### src/rtl/crs_detect_pkg.sv
package crs_detect_pkg;

  // Strobes from the control to the history datapath
  typedef struct packed {
    logic shiftEn;
    logic clearHist;
  } histCtrl_t;

  typedef enum logic {
    ST_IDLE    = 1'b0,
    ST_CARRIER = 1'b1
  } crsState_t;

endpackage

### src/rtl/crs_window_dp.sv
module crs_window_dp
  import crs_detect_pkg::*;
#(
  parameter int WIN = 10
) (
  input  logic      clk,
  input  logic      rstN,
  input  histCtrl_t ctrl,
  input  logic      codeBit,
  output logic      pairHit
);

  localparam int PAIRS = WIN - 2;

  logic [WIN-1:0]   history;
  logic [WIN-1:0]   candHist;
  logic [WIN-1:0]   zeroMap;
  logic [PAIRS-1:0] farHit;

  // Window the detector sees if the current bit is accepted
  assign candHist = {history[WIN-2:0], codeBit};
  assign zeroMap  = ~candHist;

  // For each position, look for another zero at least two places older
  for (genvar i = 0; i < PAIRS; i++) begin : g_pair
    localparam logic [WIN-1:0] FAR_MASK = {WIN{1'b1}} << (i + 2);
    assign farHit[i] = zeroMap[i] & (|(zeroMap & FAR_MASK));
  end

  assign pairHit = |farHit;

  always_ff @(posedge clk) begin
    if (!rstN) begin
      history <= '1;
    end else if (ctrl.clearHist) begin
      history <= '1;
    end else if (ctrl.shiftEn) begin
      history <= candHist;
    end
  end

  // a clear strobe leaves an all-ones history
  a_r7_history_cleared: assert property (@(posedge clk) disable iff (!rstN)
    ctrl.clearHist |=> (history == '1));

  // fewer than two zeros can never form a hit
  a_r1_single_zero_no_hit: assert property (@(posedge clk) disable iff (!rstN)
    ($countones(zeroMap) < 2) |-> !pairHit);

  // with no shift and no clear the history holds
  a_r5_history_holds: assert property (@(posedge clk) disable iff (!rstN)
    (!ctrl.shiftEn && !ctrl.clearHist) |=> $stable(history));

endmodule

### src/rtl/crs_ctrl.sv
module crs_ctrl
  import crs_detect_pkg::*;
(
  input  logic      clk,
  input  logic      rstN,
  input  logic      bitValid,
  input  logic      carrierLost,
  input  logic      pairHit,
  output histCtrl_t ctrl,
  output logic      carrierSense
);

  crsState_t state, stateNext;

  always_comb begin
    ctrl.clearHist = carrierLost;
    ctrl.shiftEn   = bitValid && !carrierLost;
  end

  always_comb begin
    stateNext = state;
    unique case (state)
      ST_IDLE: begin
        if (!carrierLost && bitValid && pairHit) stateNext = ST_CARRIER;
      end
      ST_CARRIER: begin
        if (carrierLost) stateNext = ST_IDLE;
      end
      default: stateNext = ST_IDLE;
    endcase
  end

  always_ff @(posedge clk) begin
    if (!rstN) state <= ST_IDLE;
    else       state <= stateNext;
  end

  assign carrierSense = (state == ST_CARRIER);

  // flag is sticky while no loss is reported
  a_r6_sticky: assert property (@(posedge clk) disable iff (!rstN)
    (carrierSense && !carrierLost) |=> carrierSense);

  // loss always leaves the flag low after the edge
  a_r7_loss_drops: assert property (@(posedge clk) disable iff (!rstN)
    carrierLost |=> !carrierSense);

  // no valid bit, no rise
  a_r5_no_rise_idle: assert property (@(posedge clk) disable iff (!rstN)
    (!bitValid && !carrierSense) |=> !carrierSense);

endmodule

### src/rtl/crs_carrier_detect.sv
module crs_carrier_detect
  import crs_detect_pkg::*;
#(
  parameter int WIN = 10
) (
  input  logic clk,
  input  logic rstN,
  input  logic bitValid,
  input  logic codeBit,
  input  logic carrierLost,
  output logic carrierSense
);

  histCtrl_t histCtrl;
  logic      pairHit;

  crs_window_dp #(.WIN(WIN)) window_i (
    .clk     (clk),
    .rstN    (rstN),
    .ctrl    (histCtrl),
    .codeBit (codeBit),
    .pairHit (pairHit)
  );

  crs_ctrl ctrl_i (
    .clk          (clk),
    .rstN         (rstN),
    .bitValid     (bitValid),
    .carrierLost  (carrierLost),
    .pairHit      (pairHit),
    .ctrl         (histCtrl),
    .carrierSense (carrierSense)
  );

  // a rise needs a valid zero in the cycle before, and no loss
  a_r2_rise_on_zero: assert property (@(posedge clk) disable iff (!rstN)
    $rose(carrierSense) |-> ($past(bitValid) && !$past(codeBit) && !$past(carrierLost)));

endmodule

### config.mk
export PLATFORM = sky130hd
export DESIGN_NAME = crs_carrier_detect
export DESIGN_NICKNAME = d
export VERILOG_FILES = /design/src/rtl/crs_detect_pkg.sv /design/src/rtl/crs_window_dp.sv /design/src/rtl/crs_ctrl.sv /design/src/rtl/crs_carrier_detect.sv
export SDC_FILE = /design/constraint.sdc
export NUM_CORES = 1
export LEC_CHECK = 0
export ABC_AREA = 1
export BUFFER_PORTS_ARGS = -buffer_cell sky130_fd_sc_hd__buf_2
export CAP_MARGIN = 30
export CORE_AREA = 2 2 39 41
export DETAILED_ROUTE_END_ITERATION = 6
export DIE_AREA = 0 0 41 43
export GPL_TIMING_DRIVEN = 0
export PLACE_DENSITY = 0.58
export SYNTH_ARGS = -nofsm -noshare
export SYNTH_HDL_FRONTEND = slang
export SYNTH_SLANG_ARGS = --single-unit
### constraint.sdc
create_clock -name clk -period 0.9 [get_ports clk]
set_input_delay 0.09 -clock clk [delete_from_list [all_inputs] [get_ports clk]]
set_output_delay 0.09 -clock clk [all_outputs]
set_load 0.01 [all_outputs]
# Yosys cells after proc, flatten, opt, wreduce, memory -nomap -nowiden
# Index checks and enable logic that the tools add are counted.
# Widths: inputs -> output; s select.
word_totals:
  reg_bits: 10
  input_bits: 5
  elab_cells: 28
op_classes:
  mux: 3
  bitwise: 11
  reduce_logical: 12
op_table:
  columns: ["cell", "n"]
  rows:
  - ["$reduce_or 8->1", 2]
  - ["$not 10->10", 1]
  - ["$and 1x1->1", 8]
  - ["$reduce_or 7->1", 1]
  - ["$reduce_or 6->1", 1]
  - ["$reduce_or 5->1", 1]
  - ["$reduce_or 2->1", 2]
  - ["$reduce_or 4->1", 1]
  - ["$reduce_or 3->1", 1]
  - ["$logic_and 1x1->1", 2]
  - ["$mux 1", 2]
  - ["$not 1->1", 2]
  - ["$pmux 1 s2", 1]
  - ["$logic_not 1->1", 1]

# Logic depth before layout (Yosys ltp)
depth:
  depth_word: 7
  ltp_mapped: 7

# Hierarchy
# From an unflattened synthesis, not the netlist that was laid out.
unflattened:
  hier_cells: 76
  hier_area_um2: 519.2
by_module_without_submodules:
  columns: ["module", "instances", "cells_each", "area_per_inst_um2", "seq_area_each_um2"]
  rows:
  - ["crs_window_dp", 1, 67, 460.4, 180.2]
  - ["crs_ctrl", 1, 9, 58.8, 20.0]

# Least setup slack after synthesis
# No wires, ideal clock.
synth_timing:
  kind: "register -> register"
  from: "reg window_i.history[0]"
  to: "reg ctrl_i.state, in the netlist ctrl_i.carrierSense"
  setup_time_ps: 112
  arrival_ps: 779
  required_time_ps: 788
  setup_slack_ps: 9
  path_stages_with_launch: 8
  n_path_buf: 0
  path_cell_list: "dfxtp_1 nand2_2 nor2_2 nand2_1 nand2_1 nand3_1 nand2_1 nand2_1"
synth_via:
  elab_chain_cells: 6
synth_lines:
  columns: ["item", "line_no", "rtl"]
  rows:
  - ["from (decl)", "crs_window_dp.sv:15", "logic [WIN-1:0] history;"]
  - ["from (signal assigned)", "crs_window_dp.sv:38", "history <= candHist;"]
  - ["$not 10->10", "crs_window_dp.sv:22", "assign zeroMap = ~candHist;"]
  - ["$and 1x1->1", "crs_window_dp.sv:27", "assign farHit[i] = zeroMap[i] & (|(zeroMap & FAR_MASK));"]
  - ["$reduce_or 8->1", "crs_window_dp.sv:30", "assign pairHit = |farHit;"]
  - ["$logic_and 1x1->1", "crs_ctrl.sv:24", "if (!carrierLost && bitValid && pairHit) stateNext = ST_CARRIER;"]
  - ["$mux 1", "crs_ctrl.sv:24", null]
  - ["$pmux 1 s2", "crs_ctrl.sv:22", "unique case (state)"]
  - ["to (signal assigned)", "crs_ctrl.sv:35", "else state <= stateNext;"]
  - ["to (decl)", "crs_ctrl.sv:13", "crsState_t state, stateNext;"]
# Every way passes these cells.
# A chain may end at the register's enable or synchronous reset.

# Worst setup path after layout
layout_timing:
  from: "reg window_i.history[4]"
  to: "reg ctrl_i.state, in the netlist ctrl_i.carrierSense"
layout_via:
  elab_chain_cells: 7
layout_lines:
  columns: ["item", "line_no"]
  rows:
  - ["$not 10->10 (*)", "crs_window_dp.sv:22"]
  - ["$reduce_or 8->1 (tied with other cells)", "crs_window_dp.sv:27"]
  - ["$and 1x1->1", "crs_window_dp.sv:27"]
  - ["$reduce_or 8->1 (*)", "crs_window_dp.sv:30"]
  - ["$logic_and 1x1->1 (*)", "crs_ctrl.sv:24"]
  - ["$mux 1 (*)", "crs_ctrl.sv:24"]
  - ["$pmux 1 s2 (*)", "crs_ctrl.sv:22"]
# Every way passes the cells marked *; elsewhere a longest branch is shown, timed or not.

==> flow_summary_export.csv <==
group,metric,value,unit
sta,min_period_over_period,102,%
sta,holdWs,74.5,ps
critical_path,critPathArrivalTime,1080,ps
sta,rsz0062_at_grt,"yes",
critical_path,path_max_fanout,5,
pwr,p_sw_share,27.5,%
floorplan,die-width,41,µm
pwr,p_leak,0.000312,µW
layout,area_growth,24.0,%
critical_path,cp_slowest_cell,"dfxtp_4",
status,status,"complete, but fails checks",
floorplan,dieHeight,43,µm
sta,fmax,1.09,GHz
synthesis,synth_top_cell_by_area,"dfxtp_1",
sta,slew_viol_final,0,
global_route,grt_pass1_vias,367,
global_route,grt_first_pass_wirelength,1.52,mm
clocking,insertion_delay,270,ps
layout,final_util,41.1,%
synthesis,ys_warn_count,0,
clocking,clk_pin_slew,60,ps
global_route,antenna_found_initial,0,
sta,tns,-16.4,ps
floorplan,rows,14,
sta,max_slew.worst_pin.slew,416,ps
sta,fin_crit,916,ps
pwr,power.internal,673,µW
pwr,pwr-share-comb,14.3,%
placement,portBuffers,5,
synthesis,synth_area_leaders,"dfxtp_1 (44%), nand2_1 (26%), nand3_1 (9.8%)",
global_route,grt_max_degree,11,
route,vias,466,
synthesis,synthesis.instances,68,
critical_path,crit_family,"simple AND/OR/NAND/NOR gates",
pwr,irDropWorstVdd,0.637,mV
clocking,root_buffer,"clkbuf_4",
pwr,seq_power_share,52.2,%
clocking,cts_sinks,10,
synthesis,syn_nets,73,
sta,hold_viol,0,
clocking,clk_path_buf_depth,2,
layout,final_layout_size_suffix_gt1_share,33.8,%
route,dr.first_iter.drc_count,16,
critical_path,critPathMaxStageDelay,390,ps
floorplan,io_pins,6,
sta,maxSlewHeadroom,72.3,%
route,wire_per_inst,10.4,µm
sta,setup_violations,1,
placement,place_hpwl,669,µm
clocking,cts_htree_levels,1,
route,viasPerCell,5.01,
synthesis,ys_ff_latch,10,
floorplan,dieArea,1760,µm²
floorplan,start_util,33.2,%
synthesis,syn_area,459,µm²
placement,gp_congestion,0.708,
route,drc_errors,0,
route,first_pass_iters,4,
clocking,cts_tree,"yes",
job,cap_viol_max_count,0,
pwr,p_clk_share,33.4,%
layout,antenna_cells,0,
placement,post-place-ws,-86.6,ps
floorplan,coreArea,1380,µm²
layout,final_nets,84,
synthesis,syn_area_per_cell,6.75,µm²
global_route,overflow,0,
pwr,power.density,1630,nW/µm²
route,wl,971,µm
global_route,grt_usage,13.4,%
critical_path,critPathBufInv,0,
critical_path,critPathCaptureType,"flip-flop",
pwr,p_switching,255,µW
sta,fin_worst_skew,2.17,ps
clocking,ctsHoldBuffers,0,
clocking,cts_buffers,3,
synthesis,yosysSeqAreaShare,43.6,%
hold_path,hold_path_class,"primary input to flip-flop",
route,ant_nets,0,
status,violations,"setup timing",
critical_path,path_cells,"nand2_1 -> nand2_1 -> nand3_2 -> nor2_2 -> nand3_1 -> nand2_1 -> nand2_1",
synthesis,synthDistinctLibCells,11,
synthesis,netlist.area_leader.share,43.6,%
critical_path,criticalPathCategory,"flip-flop to flip-flop",
critical_path,worstPathRequired,1070,ps
sta,timing.final.ws_setup,-16.4,ps
critical_path,cp-start-kind,"flip-flop",
critical_path,crit_path_frequent_cell,"nand2_1",
## worst register-to-register path, delay by kind of cell, from the launching register on
kind             cells  cell delay [ps]
AND/OR/NAND/NOR      7              430
flip-flops           1              390
## area by class of cell
type / instances / area, µm²
tap: 16 / 20.0
sequential: 10 / 210
timing repair buffer: 6 / 32.5
inverter: 7 / 26.3
multi-input combinational: 51 / 258
fill: 143 / 815
clock buffer: 3 / 22.5
## cells in the mapped netlist
library cell and number:
dfxtp_1 10, inv_1 6, inv_2 1, nand2_1 32, nand2_2 1, nand3_1 9, nor2_1 1, nor2_2 3
nor2_4 1, nor3_1 1, o211ai_1 3
## layout by cell type, fill, tap and decap left out, types with 2 or more instances in the layout
cell type | synthesis | routed
buf_2 | 0 | 5
clkbuf_4 | 0 | 3
dfxtp_1 | 10 | 4
dfxtp_2 | 0 | 5
inv_1 | 6 | 6
nand2_1 | 32 | 29
nand2_2 | 1 | 3
nand3_1 | 9 | 8
nor2_2 | 3 | 3
nor2_4 | 1 | 2
o211ai_1 | 3 | 3
## power groups by stage
stage                     clock network (µW)  logic, µW  registers [µW]
after floorplan                            0       85.2             488
after global placement                     0        119             491
after detailed placement                   0        120             491
after CTS                                319        126             481
after global routing                     331        152             487
final                                    310        133             485
## routing by layer
layer | GRT usage (%) | routed length, µm
met4 | 10.0 | 25
met5 | 0 | 0
met3 | 4.71 | 21
met2 | 18.4 | 444
met1 | 16.2 | 480
## metrics by stage
| step | cell area, µm² | instances | total power, µW |
|---|---|---|---|
| detailed placement | 504 | 89 | 611 |
| CTS | 551 | 93 | 926 |
| finish | 569 | 93 | 928 |
| global placement | 504 | 89 | 610 |
| global route | 569 | 93 | 970 |
| floorplan | 459 | 68 | 573 |
## worst paths after layout
| path | slack (ps) | from | to | cells past startpoint |
|---|---|---|---|---|
| max reg2reg | -20 | window_i.history[4] | ctrl_i.carrierSense | 7 |
| min reg2reg | 450 | ctrl_i.carrierSense | ctrl_i.carrierSense | 2 |
| max | -20 | window_i.history[4] | ctrl_i.carrierSense | 7 |
| min | 70 | codeBit | window_i.history[0] | 3 |
## repair_timing
| action | CTS | global route |
|---|---|---|
| gates resized for setup | 8 | 6 |
| pin swaps | 1 | 3 |
| buffers inserted | 1 | 0 |
| setup endpoints to repair | 1 | 1 |
## sequential cells by signal, indices dropped and copies added (netlist names)
name and count:
ctrl_i.carrierSense 1, window_i.history 9
## kinds of logic after synthesis
| group | count (synthesis) | synth area share [%] |
|---|---|---|
| AND/OR/NAND/NOR | 48 | 45.8 |
| flip-flops | 10 | 43.6 |
| buffers and inverters | 7 | 5.72 |
| AO/OA/AOI/OAI | 3 | 4.90 |
Power figures use the tool's default switching activity.
